<file path="src/rtl/irqc_pkg.sv">
package irqc_pkg;

    localparam int NSRC = 32;
    localparam int AW   = 3;

    typedef enum logic [AW-1:0] {
        OFF_STAT  = 3'd0,
        OFF_ENA   = 3'd1,
        OFF_CRIT  = 3'd2,
        OFF_POL   = 3'd3,
        OFF_TRIG  = 3'd4,
        OFF_MSTAT = 3'd5
    } reg_off_e;

    typedef struct packed {
        logic [NSRC-1:0] ena;
        logic [NSRC-1:0] crit;
        logic [NSRC-1:0] pol;
        logic [NSRC-1:0] trig;
    } cfg_t;

    // Bit mask of source n (MSB-first numbering)
    function automatic logic [NSRC-1:0] src_mask(input int unsigned n);
        return {{(NSRC-1){1'b0}}, 1'b1} << (NSRC - 1 - n);
    endfunction

endpackage

</file>
<file path="src/rtl/irqc_sync.sv">
module irqc_sync #(
    parameter int W = 32
) (
    input  logic         clk,
    input  logic         rst,
    input  logic [W-1:0] din,
    output logic [W-1:0] dout
);
    logic [W-1:0] stage1_q;
    logic [W-1:0] stage2_q;

    always_ff @(posedge clk) begin
        if (rst) begin
            stage1_q <= '0;
            stage2_q <= '0;
        end else begin
            stage1_q <= din;
            stage2_q <= stage1_q;
        end
    end

    assign dout = stage2_q;

endmodule

</file>
<file path="src/rtl/irqc_detect.sv">
module irqc_detect #(
    parameter int W = 32
) (
    input  logic         clk,
    input  logic         rst,
    input  logic [W-1:0] lvl,
    input  logic [W-1:0] trig,
    input  logic [W-1:0] pol,
    output logic [W-1:0] evt
);
    logic [W-1:0] prev_q;

    always_ff @(posedge clk) begin
        if (rst) prev_q <= '0;
        else     prev_q <= lvl;
    end

    for (genvar i = 0; i < W; i++) begin : g_bit
        logic rise, fall, active;
        assign rise   = lvl[i] & ~prev_q[i];
        assign fall   = ~lvl[i] & prev_q[i];
        assign active = pol[i] ? lvl[i] : ~lvl[i];
        assign evt[i] = trig[i] ? (pol[i] ? rise : fall) : active;
    end

    // An edge source with stable configuration never fires two cycles in a row
    AST_EDGE_PULSE: assert property (@(posedge clk) disable iff (rst)
        ((evt & trig & $past(evt) & $past(trig) & ~(pol ^ $past(pol))) == '0));

endmodule

</file>
<file path="src/rtl/irqc_status.sv">
module irqc_status #(
    parameter int W = 32
) (
    input  logic         clk,
    input  logic         rst,
    input  logic [W-1:0] evt,
    input  logic [W-1:0] clr,
    output logic [W-1:0] stat
);
    logic [W-1:0] stat_q;

    // A new event takes precedence over a clear in the same cycle
    always_ff @(posedge clk) begin
        if (rst) stat_q <= '0;
        else     stat_q <= (stat_q & ~clr) | evt;
    end

    assign stat = stat_q;

    AST_EVENT_SETS: assert property (@(posedge clk) disable iff (rst)
        1'b1 |=> ((stat_q & $past(evt)) == $past(evt)));

    AST_W1C_CLEARS: assert property (@(posedge clk) disable iff (rst)
        1'b1 |=> ((stat_q & $past(clr & ~evt)) == '0));

    AST_STATUS_HOLDS: assert property (@(posedge clk) disable iff (rst)
        1'b1 |=> ((stat_q & $past(stat_q & ~clr)) == $past(stat_q & ~clr)));

endmodule

</file>
<file path="src/rtl/irqc_ctrl.sv">
module irqc_ctrl
    import irqc_pkg::*;
#(
    parameter logic [NSRC-1:0] POL_INIT = '1
) (
    input  logic            clk,
    input  logic            rst,
    input  logic [NSRC-1:0] irq_in,
    input  logic            req_valid,
    input  logic            req_write,
    input  logic [AW-1:0]   req_addr,
    input  logic [NSRC-1:0] req_wdata,
    output logic [NSRC-1:0] rd_data,
    output logic            rd_valid,
    output logic            irq_crit,
    output logic            irq_noncrit
);
    cfg_t            cfg_q;
    logic [NSRC-1:0] lvl_sync;
    logic [NSRC-1:0] evt;
    logic [NSRC-1:0] clr;
    logic [NSRC-1:0] stat;
    logic [NSRC-1:0] masked;
    logic [NSRC-1:0] rd_mux;
    logic            wr_en;
    logic            rd_en;

    assign wr_en = req_valid & req_write;
    assign rd_en = req_valid & ~req_write;

    irqc_sync #(.W(NSRC)) u_sync (
        .clk  (clk),
        .rst  (rst),
        .din  (irq_in),
        .dout (lvl_sync)
    );

    irqc_detect #(.W(NSRC)) u_detect (
        .clk  (clk),
        .rst  (rst),
        .lvl  (lvl_sync),
        .trig (cfg_q.trig),
        .pol  (cfg_q.pol),
        .evt  (evt)
    );

    assign clr = (wr_en && req_addr == OFF_STAT) ? req_wdata : '0;

    irqc_status #(.W(NSRC)) u_status (
        .clk  (clk),
        .rst  (rst),
        .evt  (evt),
        .clr  (clr),
        .stat (stat)
    );

    // Configuration registers
    always_ff @(posedge clk) begin
        if (rst) begin
            cfg_q.ena  <= '0;
            cfg_q.crit <= '0;
            cfg_q.pol  <= POL_INIT;
            cfg_q.trig <= '0;
        end else if (wr_en) begin
            case (req_addr)
                OFF_ENA:  cfg_q.ena  <= req_wdata;
                OFF_CRIT: cfg_q.crit <= req_wdata;
                OFF_POL:  cfg_q.pol  <= req_wdata;
                OFF_TRIG: cfg_q.trig <= req_wdata;
                default:  ;
            endcase
        end
    end

    assign masked = stat & cfg_q.ena;

    always_comb begin
        case (req_addr)
            OFF_STAT:  rd_mux = stat;
            OFF_ENA:   rd_mux = cfg_q.ena;
            OFF_CRIT:  rd_mux = cfg_q.crit;
            OFF_POL:   rd_mux = cfg_q.pol;
            OFF_TRIG:  rd_mux = cfg_q.trig;
            OFF_MSTAT: rd_mux = masked;
            default:   rd_mux = '0;
        endcase
    end

    always_ff @(posedge clk) begin
        if (rst) begin
            rd_data     <= '0;
            rd_valid    <= 1'b0;
            irq_crit    <= 1'b0;
            irq_noncrit <= 1'b0;
        end else begin
            rd_valid    <= rd_en;
            if (rd_en) rd_data <= rd_mux;
            irq_crit    <= |(masked & cfg_q.crit);
            irq_noncrit <= |(masked & ~cfg_q.crit);
        end
    end

    AST_DISABLED_SILENT: assert property (@(posedge clk) disable iff (rst)
        (cfg_q.ena == '0) |=> (!irq_crit && !irq_noncrit));

    AST_LINES_EXCLUSIVE_SOURCE: assert property (@(posedge clk) disable iff (rst)
        (stat == '0) |=> (!irq_crit && !irq_noncrit));

    AST_RD_ONE_CYCLE: assert property (@(posedge clk) disable iff (rst)
        rd_en |=> rd_valid);

    AST_MSTAT_READONLY: assert property (@(posedge clk) disable iff (rst)
        (wr_en && req_addr == OFF_MSTAT) |=> $stable(cfg_q));

endmodule

</file>
<file path="config.mk">
export PLATFORM = sky130hd
export DESIGN_NAME = irqc_ctrl
export DESIGN_NICKNAME = d
export VERILOG_FILES = /design/src/rtl/irqc_pkg.sv /design/src/rtl/irqc_sync.sv /design/src/rtl/irqc_detect.sv /design/src/rtl/irqc_status.sv /design/src/rtl/irqc_ctrl.sv
export SDC_FILE = /design/constraint.sdc
export NUM_CORES = 1
export LEC_CHECK = 0
export CORE_ASPECT_RATIO = 0.75
export CORE_UTILIZATION = 50
export DETAILED_ROUTE_END_ITERATION = 8
export DONT_BUFFER_PORTS = 1
export HOLD_SLACK_MARGIN = 0.1
export SYNTH_ARGS = -nofsm -noshare
export SYNTH_HDL_FRONTEND = slang
export SYNTH_SLANG_ARGS = --single-unit
</file>
<file path="constraint.sdc">
create_clock -name clk -period 2 [get_ports clk]
set_clock_uncertainty 0.05 [all_clocks]
set_input_delay 0.2 -clock clk [delete_from_list [all_inputs] [get_ports clk]]
set_output_delay 0.2 -clock clk [all_outputs]
set_load 0.03 [all_outputs]
</file>
==> results of run 1 <==
-- through the flow --
step	setup WS [ps]	hold slack (ps)	total power, mW	instances
after detailed placement	321	236	6.96	1600
after CTS	102	103	12.5	1881
after global placement	382	238	6.94	1600
final	106	118	12.5	1881
after floorplan	690	239	6.88	1364
after global routing	28.1	140	12.8	1881
-- report_power, final --
group	internal [mW]	switching, mW	total (mW)
Clock	3.03	2.24	5.27
Combinational	0.522	0.466	0.987
Sequential	5.98	0.226	6.21
-- final timing paths --
path | from | end | slack, ps | cells after the start
max | req_addr[1] | cfg_q[109] | 110 | 7
min | req_addr[0] | cfg_q[126] | 120 | 4
max reg2reg | cfg_q[100] | rd_data[4] | 270 | 5
min reg2reg | u_sync.stage1_q[0] | u_sync.dout[0] | 390 | 1
-- metal layers --
metal	up-vias	part of all wire (%)	track usage, %
met1	5133	47	44.5
met2	402	43	45.5
met5	-	0	0
met3	55	8.5	4.96
li1	5056	-	-
met4	0	1.9	6.84
-- logic make-up after synthesis --
family | Yosys count | share of synthesized area (%)
AOI/OAI and AO/OA | 274 | 14.8
xor gates and xnor gates | 64 | 4.67
buffers and inverters | 97 | 4.43
DFF | 291 | 48.6
muxes | 35 | 2.94
and+or+nand+nor | 603 | 24.6
-- registers in the layout, summed over array words and instances, names as in the netlist --
name and count:
cfg_q 128, u_sync.dout 32, u_detect.prev_q 32, rd_valid 1, rd_data 32, irq_noncrit 1, u_status.stat 32, u_sync.stage1_q 32
irq_crit 1
-- critical path, stage by stage --
cell and delay (ps):
dlygate4sd3_1 680, inv_2 170, and3_1 190, buf_4 260
nand2_1 80, a21oi_1 150, dlygate4sd3_1 580
-- final cells by class --
cell class / instances / area, µm² / share of cell area [%]
Clock buffer: 46 / 860 / 5.59
Tap cell: 300 / 375 / 2.44
Timing Repair Buffer: 262 / 2610 / 17.0
Sequential cell: 291 / 5830 / 37.9
Clock inverter: 3 / 40.0 / 0.260
Inverter: 3 / 11.3 / 0.0732
Multi-Input combinational cell: 976 / 5660 / 36.8
-- cell usage in the layout (no fill, tap or decap), drive strengths merged, types with 3 or more instances in the layout --
cell	netlist	final
nor4	6	6
nand2b	27	27
nor2b	128	128
nand3b	32	32
or2b	5	5
buf	61	33
xor2	32	32
a2bb2oi	30	30
dfxtp	291	291
a21oi	130	130
nand2	258	258
o21ai	31	31
nor2	65	65
xnor2	32	32
mux2i	33	33
nand4	9	9
and3	3	3
nand3	67	67
dlygate4sd3	0	229
a221oi	61	61
clkinv	1	3
clkbuf	33	46
o22ai	16	16
-- repair_timing --
action                                  CTS  global route
resized for setup                         0             3
hold endpoints to repair                291             0
endpoints found under the setup margin    0            11
hold buffers                            232             0
==> results, run 1 <==
- The via-per-instance ratio is 5.66.
- The required arrival time at the worst endpoint is 2440 ps.
- The mapped netlist covers 12000 µm².
- The critical path is of the input pin to register type.
- The detailed-route wire length per cell is 19.7 µm.
- The most numerous cell in the Yosys netlist is dfxtp_1.
- The combined global-route utilization of all metal layers is 30.1%.
- The area of placed instances is 12100 µm².
- The worst slew margin relative to its limit is 53.6%.
- Measured along the y axis, the die boundary spans 136 µm.
- The clock latency reported for the late side of the worst-skew pair is 550 ps.
- Measured on the finished design, the core utilization comes to ~66%.
- Setup repair after global routing left no endpoint under its margin.
- The flow ran to the end, and the final reports show no timing, DRC or antenna violations.
- IR analysis of the VDD net gives a maximum drop of between 0.7 and 0.8 mV.
- STA puts the critical path data arrival time at 2330 ps.
- The number of global-route vias before repair is 10069.
- The first-pass GRT wire length is slightly below 60000 µm.
- The number of filler instances in the final layout is 1951.
- The main flop type after synthesis is dfxtp_1.
- The power per cell area is ~800 nW/µm².
- Buffers inserted during clock tree synthesis total 28.
- Along the worst path, the maximum fanout reaches 37.
- The number of nets with antenna violations after routing is 0.
- The root buffer cell chosen for the clock tree is clkbuf_16.
- The minimum period implied by the final worst setup slack is 1890 ps.
- The total count of max-transition violations in the final report is 0.
- The worst path uses 94.7% of the clock period.
- The count of flip-flops with a built-in enable after synthesis is 0.
- In the final design database the tool counted 1633 nets.
- The worst hold path belongs to the class input pin to register.
- The average instance area after synthesis is 8.79 µm².
- Of the cells placed in the final design, the portion with a size suffix greater than 1 is 5.44%.
- The first detailed-routing pass took 5 iterations.
- For this design, the sink count on the clock tree is between 200 and 300.
- The initial cell density of the core is 51.6%.
- The number of input and output port buffers inserted is 0.
- The routability congestion estimate is 0.850.
- The register area share after synthesis is roughly half.
- The maximum number of pins on one net before global-route repair is between 150 and 200.
- The CTS H-tree depth is 1.
- The longest clock path from root to sink contains 3 buffers.
- For this block, the routed nets add up to 37000 µm of wire.
- For this run, asynchronously set or reset flops after synthesis account for 0%.
- Max-cap violations in this run came to 0.
- The number of nets in the synthesized netlist is 1435.
- The leakage power of the design is 6.22 nW.
- After legalization and detailed placement, the total HPWL measured 21800 µm.
- The detailed router placed between 10000 and 15000 vias in this run.
- The number of warnings printed during yosys synthesis is 0.
- The floorplan step set the die width to 181 µm.
- The core region is 23200 µm².
- For the pin with the worst max-slew slack, the measured transition is 692 ps.
- The number of hold violations in the final report is 0.
- The critical path startpoint category is an input pin.
- The final sum of negative setup slack is 0 ps.
- The number of different library cells in the post-synthesis netlist is 37.
- The area added between synthesis and finish is 28.3%.
- The die covers 24600 µm².
- STA classifies the critical path endpoint as a register.
- The number of antenna violations at the first check in global routing came to 0.
- The overflow left after global routing is 0.
- The number of ports placed on the die boundary is roughly 110.
- The total non-filler cell area in the finished layout is around 15000 µm².
- After synthesis the netlist holds a flip-flop and latch count of between 200 and 300.
- The upper clock frequency limit is 0.528 GHz.
- Setup violations remaining at the end of the flow were counted as 0.
- TritonCTS built the clock tree.
- The post-CTS clock slew at the launch and capture registers of the worst setup and hold paths is 60 ps.
- Synthesis produced ~1400 cells.
- After floorplanning, the core was divided into 48 placement rows.
- After the first detailed-routing iteration, the DRC count stood at 936.
- The number of design rule violations left after detail routing is 0.
- The commonest cells after synthesis are dfxtp_1, nand2_1, a21oi_1, nor2b_1, nand3_1.
- After synthesis, the cell types taking the most area are dfxtp_1, nand2_1, nor2b_1.
- The area share of the leading cell type in the synthesized netlist is 48.6%.
- The total setup buffers inserted after CTS is 0.
- The count of antenna diodes in the layout is 0.
- The largest total area in the synthesized netlist belongs to dfxtp_1.
No activity file was read; power rests on OpenSTA's default activity.
==> inputs of run 2 (changes only) <==
Settings changed: CAP_MARGIN set to 30, CORE_ASPECT_RATIO 0.75 to 1.2.
==> run 2 against run 1 <==
  * Global-route usage decreased by 0.53 points
  * First-iteration DRC count decreased by 7.9%
  * Die area about the same
  * Worst hold slack got worse by 5.4 ps
  * Clock power increased by 6.5%
  * Largest cell class unchanged
==> results, run 2 (same netlist as run 1, synthesis figures left out) <==
- The flow ran to the end, and the final reports show no timing, DRC or antenna violations.
- The worst hold path stage count is 4.
- Once the clock tree was built, the resizer swapped 0 gates to a different size.
- The worst supply voltage drop on vdd is 0.882 mV.
- The worst setup path is launched from an input pin.
- Summed over all layers, the routed wires come to 35700 µm.
- The register with the most flip-flops is cfg_q.
- Counting the buffers created by CTS gives 30.
- The final sum of negative setup slack is 0 ps.
- The clock reaches the later pin of the worst-skew pair after 550 ps.
- The number of antenna violations at the first check in global routing is 0.
- Compared with the post-synthesis result, the final layout area differs by 27.4%.
- Setup violations remaining at the end of the flow were counted as 0.
- The required arrival time at the worst endpoint is 2390 ps.
- Setup repair after global routing left no endpoint under its margin.
- In this run the tool buffered the top-level ports with 0 buffer cells.
- The arrival time of the worst setup path is around 2000 ps.
- The critical path's slowest cell is dlygate4sd3_1.
- In this run the clock root is driven by a clkbuf_16.
- In this run the critical register-to-register path is launched from cfg_q[51].
- The full die area is 24600 µm².
- The CTS H-tree depth is 1.
- The sum of net half-perimeters after detailed placement is a little over 20000 µm.
- After clock tree synthesis, the clock-pin slew on the worst setup and hold paths is 60 ps.
- In the global route stage, overall resource usage came out at 29.5%.
- The delay of the slowest cell on the worst path is approximately 690 ps.
- The critical path goes through dlygate4sd3_1 > buf_16 > a21oi_1 > dlygate4sd3_1.
- The critical hold path startpoint is req_addr[1].
- The detail route stage leaves a number of antenna-violating nets equal to 0.
- The worst register-to-register path ends at u_status.stat[19].
- The first-pass GRT wire length is around 56000 µm.
- Summing internal, switching and leakage power gives 12.8 mW.
- Max-cap violations in this run came to 0.
- The worst slew margin relative to its limit is 54.2%.
- The hold-critical path endpoint is rd_data[10].
- The count of cells along the worst register-to-register path is 5.
- The number of buffers between clock root and the deepest sink is 3.
- Based on the critical path, the design can be clocked at up to 0.614 GHz.
- The total area inside the core boundary comes to 23400 µm².
- TritonCTS built the clock tree.
- The final route contains 10480 vias.
- STA classifies the critical path endpoint as a register.
- The routability congestion estimate is between 0.8 and 0.9.
- The most numerous cell type found on the critical path is dlygate4sd3_1.
- During I/O placement, the number of pins put on the boundary was 106.
- The number of iterations in the first detailed-routing pass is 5.
- The total count of max-transition violations in the final report is 0.
- Along the worst path, the maximum fanout reaches 163.
- Leaving out fill and tap cells, the most frequent cell in the layout is dfxtp_1.
- The maximum number of pins on one net before global-route repair is between 150 and 200.
- The register with the most flip-flops in the layout has approximately 130 of them.
- For the pin with the worst max-slew slack, the measured transition is 688 ps.
- The number of design rule violations left after detail routing is 0.
- The number of hold violations in the final report was 0.
- The minimum period implied by the final worst setup slack is roughly 1600 ps.
- In the final layout, the share of cells above drive strength 1 is 5.58%.
- The share of the cycle needed by the critical path after routing is 81.5%.
- The count of antenna diodes in the layout is 0.
- In the layout the commonest cells are dfxtp_1, nand2_1, dlygate4sd3_1.
- The number of setup buffers added after CTS is 0.
- The class of the worst hold path is input pin to register.
- The type of the worst setup path is input pin to register.
- The number of global-route vias before repair is between 10000 and 15000.
- The overflow left after global routing is 0.
- The leakage power of the design is 6.13 nW.
- After detailed routing, the average wire length per cell comes to approximately 19 µm.
- The initial utilization of the core area, before any placement, comes to 51.4%.
- The critical path contains buffers and inverters numbering 3 combined.
- Broken down by cell family, the worst path's largest delay share belongs to buffers and inverters.
- For this design the ratio of total power to cell area is 837 nW/µm².
- The DRC marker count from the first detailed-route iteration is ~860.
- The number of clock sinks is 291.
- For this run, the post-layout net count is 1609.
- The die is 143 µm wide.
- The minimum setup slack among reg-to-reg paths is 430 ps.
- The number of rows created at floorplan is 61.
- The via-per-instance ratio is 5.59.
- The die is 172 µm tall.
- For this design, the CTS-stage hold fixing added about 210 buffers.
- The number of filler instances in the final layout is 2009.
==> run 2: changes by cell type in the layout (fill, tap and decap cells not counted), moves of 2 or more <==
cell and change:
clkinv_2 +3, clkbuf_1 -4, dlygate4sd3_1 -20, buf_4 -6, clkbuf_16 +2, clkbuf_8 +4
==> run 2: stage by stage <==
step / std cells / worst slack, ps / utilization (%) / cell area [µm²] / hold WS (ps)
4_1_cts: 1875 / 455 / 65.4 / 15300 / 100
6_report: 1875 / 370 / 65.4 / 15300 / 113
3_3_place_gp: 1608 / 481 / 51.8 / 12100 / 238
5_1_grt: 1875 / 317 / 65.4 / 15300 / 126
3_5_place_dp: 1608 / 406 / 51.8 / 12100 / 237
2_1_floorplan: 1364 / 690 / - / 12000 / 239
==> run 2: final cells by class <==
class	count	area, µm²	area share (%)
Inverter	3	11.3	0.0737
Clock buffer	48	950	6.22
Clock inverter	6	55.1	0.360
Timing Repair Buffer	236	2380	15.6
Tap cell	315	394	2.58
Sequential cell	291	5830	38.1
Multi-Input combinational cell	976	5660	37.1
==> run 2: worst max path at each step <==
stage / from / endpoint / slack [ps] / depth (start not counted)
finish: rst / cfg_q[68] / 370 / 4
global route: req_addr[2] / cfg_q[63] / 320 / 6
CTS: cfg_q[41] / u_status.stat[9] / 460 / 5
detailed placement: req_addr[2] / rd_data[13] / 410 / 5
global placement: req_addr[2] / rd_data[0] / 480 / 5
floorplan: req_addr[1] / rd_data[23] / 690 / 6
==> run 2: where the power goes <==
part / leakage [nW] / switching [mW] / total, mW / internal (mW)
Clock: 0.502 / 2.26 / 5.61 / 3.35
Combinational: 3.25 / 0.451 / 0.963 / 0.512
Sequential: 2.37 / 0.225 / 6.21 / 5.99
==> run 2: per-layer routing <==
layer | global-route usage (%) | vias to the layer above | share of wire, %
met2 | 51.9 | 311 | 49
li1 | - | 5035 | -
met1 | 36.3 | 5057 | 42
met3 | 4.40 | 77 | 5.9
met4 | 11.0 | 0 | 3.2
met5 | 0 | - | 0
==> run 2: worst reg2reg max path, stage by stage (launching register included) <==
cell and delay (ps):
dfxtp_1 460, xnor2_1 160, a21oi_1 80, a21oi_1 120, nor2_1 50, dlygate4sd3_1 550
==> inputs of run 3 (changes only) <==
Clock period 2 ns to 1.54 ns, I/O delays scaled along.
==> run 3 against run 2 <==
  * Count of clock-buffer cells in the layout down 1
  * Combinational power is 40% higher
  * First-iteration DRC count fell by 7.9%
  * Power increased by 33%
  * Register-to-register slack worse by 390 ps
  * Setup slack got worse by 330 ps
  * Utilization increased by 3.0 points
  * Via count rose by 3.1%
  * Critical path type is now register to register
==> results, run 3 (same netlist as run 1, synthesis figures left out) <==
- The run finished with clean final reports.
- The total count of max-transition violations in the final report is 0.
- The count of maximum capacitance violations is 0.
- The die width is 143 µm.
- The number of endpoints failing setup at the final stage is 0.
- Timing analysis after detailed placement gives a worst setup slack of -56.9 ps.
- The area of the placeable core is between 20000 and 25000 µm².
- Traced cell by cell, the critical path runs through xor2_1 > a21oi_2 > a21oi_1 > nor2_1 > dlygate4sd3_1.
- Entering global routing, the biggest net connects 192 pins.
- In the layout the commonest cells are dfxtp_1, nand2_1, dlygate4sd3_1.
- The final worst slack is 40.5 ps.
- The worst hold path belongs to the class input pin to register.
- The startpoint identified for the worst register-to-register timing path is cfg_q[49].
- The critical path startpoint category is a register.
- Overall power consumption after layout is estimated at 17.1 mW.
- The power per cell area is 1070 nW/µm².
- The hold-critical path endpoint is cfg_q[23].
- The post-CTS clock slew at the launch and capture registers of the worst setup and hold paths is 70 ps.
- In the routed layout, each cell is associated on average with a via count of 5.62.
- The number of antenna violations at the first check in global routing is 1.
- The TritonCTS clock tree is built.
- The minimum setup slack among reg-to-reg paths is 40 ps.
- The post-placement cell count is about 1600.
- The total overflow left after global routing is 0.
- The register with the most flip-flops is cfg_q.
- The clock reaches the later pin of the worst-skew pair after 560 ps.
- VDD sags by at most 0.864 mV.
- The number of iterations in the first detailed-routing pass is 5.
- The number of rows created at floorplan is 61.
- The routability congestion estimate is 0.879.
- The full die area is 24600 µm².
- Headroom to the max-slew limit came out at 30.8%.
- The worst hold path stage count is 4.
- In this run the static leakage power is 6.52 nW.
- The number of hold violations in the final report came to 0.
- The first global-routing pass estimated 58500 µm of wire.
- The transition at the pin with the smallest max-transition slack is 1040 ps.
- The combined global-route utilization of all metal layers is a little under a third.
- Data on the critical path is required at its endpoint by just under 2000 ps.
- The number of ports placed on the die boundary is between 100 and 150.
- Once detail routing completed, the nets flagged for antenna violations numbered 0.
- The tree built by TritonCTS fans out to 291 sinks.
- The total number of vias is 10809.
- The number of buffers between clock root and the deepest sink is 3.
- The critical path endpoint category is a register.
- The worst path uses roughly 100% of the clock period.
- The DRC marker count from the first detailed-route iteration is 794.
- Among all stages on the critical path, the largest delay is contributed by dlygate4sd3_1.
- The worst flop-to-flop path endpoint is u_status.stat[17].
- The number of cells on the worst reg-to-reg path is 5.
- The number of nets in the final layout is 1656.
- The post-route netlist has 8.83% of its cells at a drive strength greater than 1.
- The most common cell after layout, fill and taps aside is dfxtp_1.
- The final cell utilization of the core is approximately 68%.
- The initial cell density of the core is slightly above 50%.
- The upper clock frequency limit is 0.667 GHz.
- Detailed placement finished with a half-perimeter wire length of 21500 µm.
- The critical hold path startpoint is req_valid.
- The most critical setup path has its startpoint at cfg_q[49].
- Excluding fillers, the count of instances in the completed layout stands at 1924.
- The vertical die dimension is 172 µm.
- In this run the number of H-tree levels came out at 1.
- The TritonCTS buffer count is 30.
- On the final layout, the worst hold slack is roughly 110 ps.
- The library cell used as clock root buffer is clkbuf_16.
- The critical path in this run is classified as register to register.
- After detailed routing, the total wire length is 37800 µm.
- The delay of the slowest cell on the worst path is 550 ps.
- The detailed-route wire length per cell is 19.6 µm.
- The area added between synthesis and finish is 33.1%.
- The peak fanout along the critical path is 4.
- Port buffering added 0 buffers.
- The register with the most flip-flops in the layout has 128 of them.
- For this run, design rule violations remaining after detail routing come to 0.
- The number of global-route vias before repair is 10633.
- STA puts the critical path data arrival time at 1890 ps.
- The minimum period implied by the final worst setup slack is between 1000 and 1500 ps.
-- run 3: cell types whose count changed in the layout (fill, tap and decap cells not counted), moves of 2 or more --
cell,change
buf_12,+4
buf_4,+13
bufinv_16,+2
clkbuf_8,-2
clkinv_2,-2
dfxtp_1,-22
dfxtp_2,+9
dfxtp_4,+13
dlygate4sd3_1,+29
xnor2_1,-11
xnor2_2,+11
xor2_1,-2
xor2_2,+2
-- run 3: power breakdown --
group | switching, mW | internal (mW) | leakage (nW) | total, mW
sequential | 0.293 | 7.76 | 2.37 | 8.05
clock | 3.04 | 4.61 | 0.514 | 7.65
combinational | 0.621 | 0.727 | 3.63 | 1.35
-- run 3: metal layers --
metal / vias up / global-route usage (%) / wire length, µm
met1: 5217 / 37.9 / 15600
met3: 87 / 4.59 / 2510
met5: - / 0 / 0
met2: 380 / 54.1 / 18400
li1: 5125 / - / -
met4: 0 / 11.1 / 1290
-- run 3: worst max path at each step --
stage                                    to  cells past startpoint
final                     u_status.stat[17]                      5
after global routing      u_status.stat[17]                      5
after CTS                 u_status.stat[10]                      5
after detailed placement        rd_data[16]                      5
after global placement          rd_data[10]                      5
after floorplan                 rd_data[23]                      6
-- run 3: stage by stage --
step	setup TNS [ps]	cell area, µm²
after CTS	0	15800
after floorplan	0	12000
after global placement	-462	12200
final	0	16000
after detailed placement	-660	12200
after global routing	-33.5	16000
-- run 3: layout make-up --
type / instances / area, µm²
fill: 1941 / 7390
sequential: 291 / 5890
multi-input combinational: 976 / 5770
timing repair buffer: 283 / 2860
clock buffer: 47 / 926
tap: 315 / 394
clock inverter: 8 / 121
inverter: 3 / 11.3
antenna: 1 / 2.50
-- run 3: what timing repair did --
item / in CTS / in global routing
endpoints found under the setup margin: 0 / 62
endpoints found under the hold margin: 291 / 6
hold buffers: 245 / 4
resized for setup: 0 / 52
setup buffers: 0 / 4
-- run 3: critical path: cells and delay by family (launching register included) --
family	cells	cell delay (ps)
buffers and inverters	1	550
DFF	1	380
xor gates and xnor gates	1	200
AOI/OAI and AO/OA	2	160
and+or+nand+nor	1	50
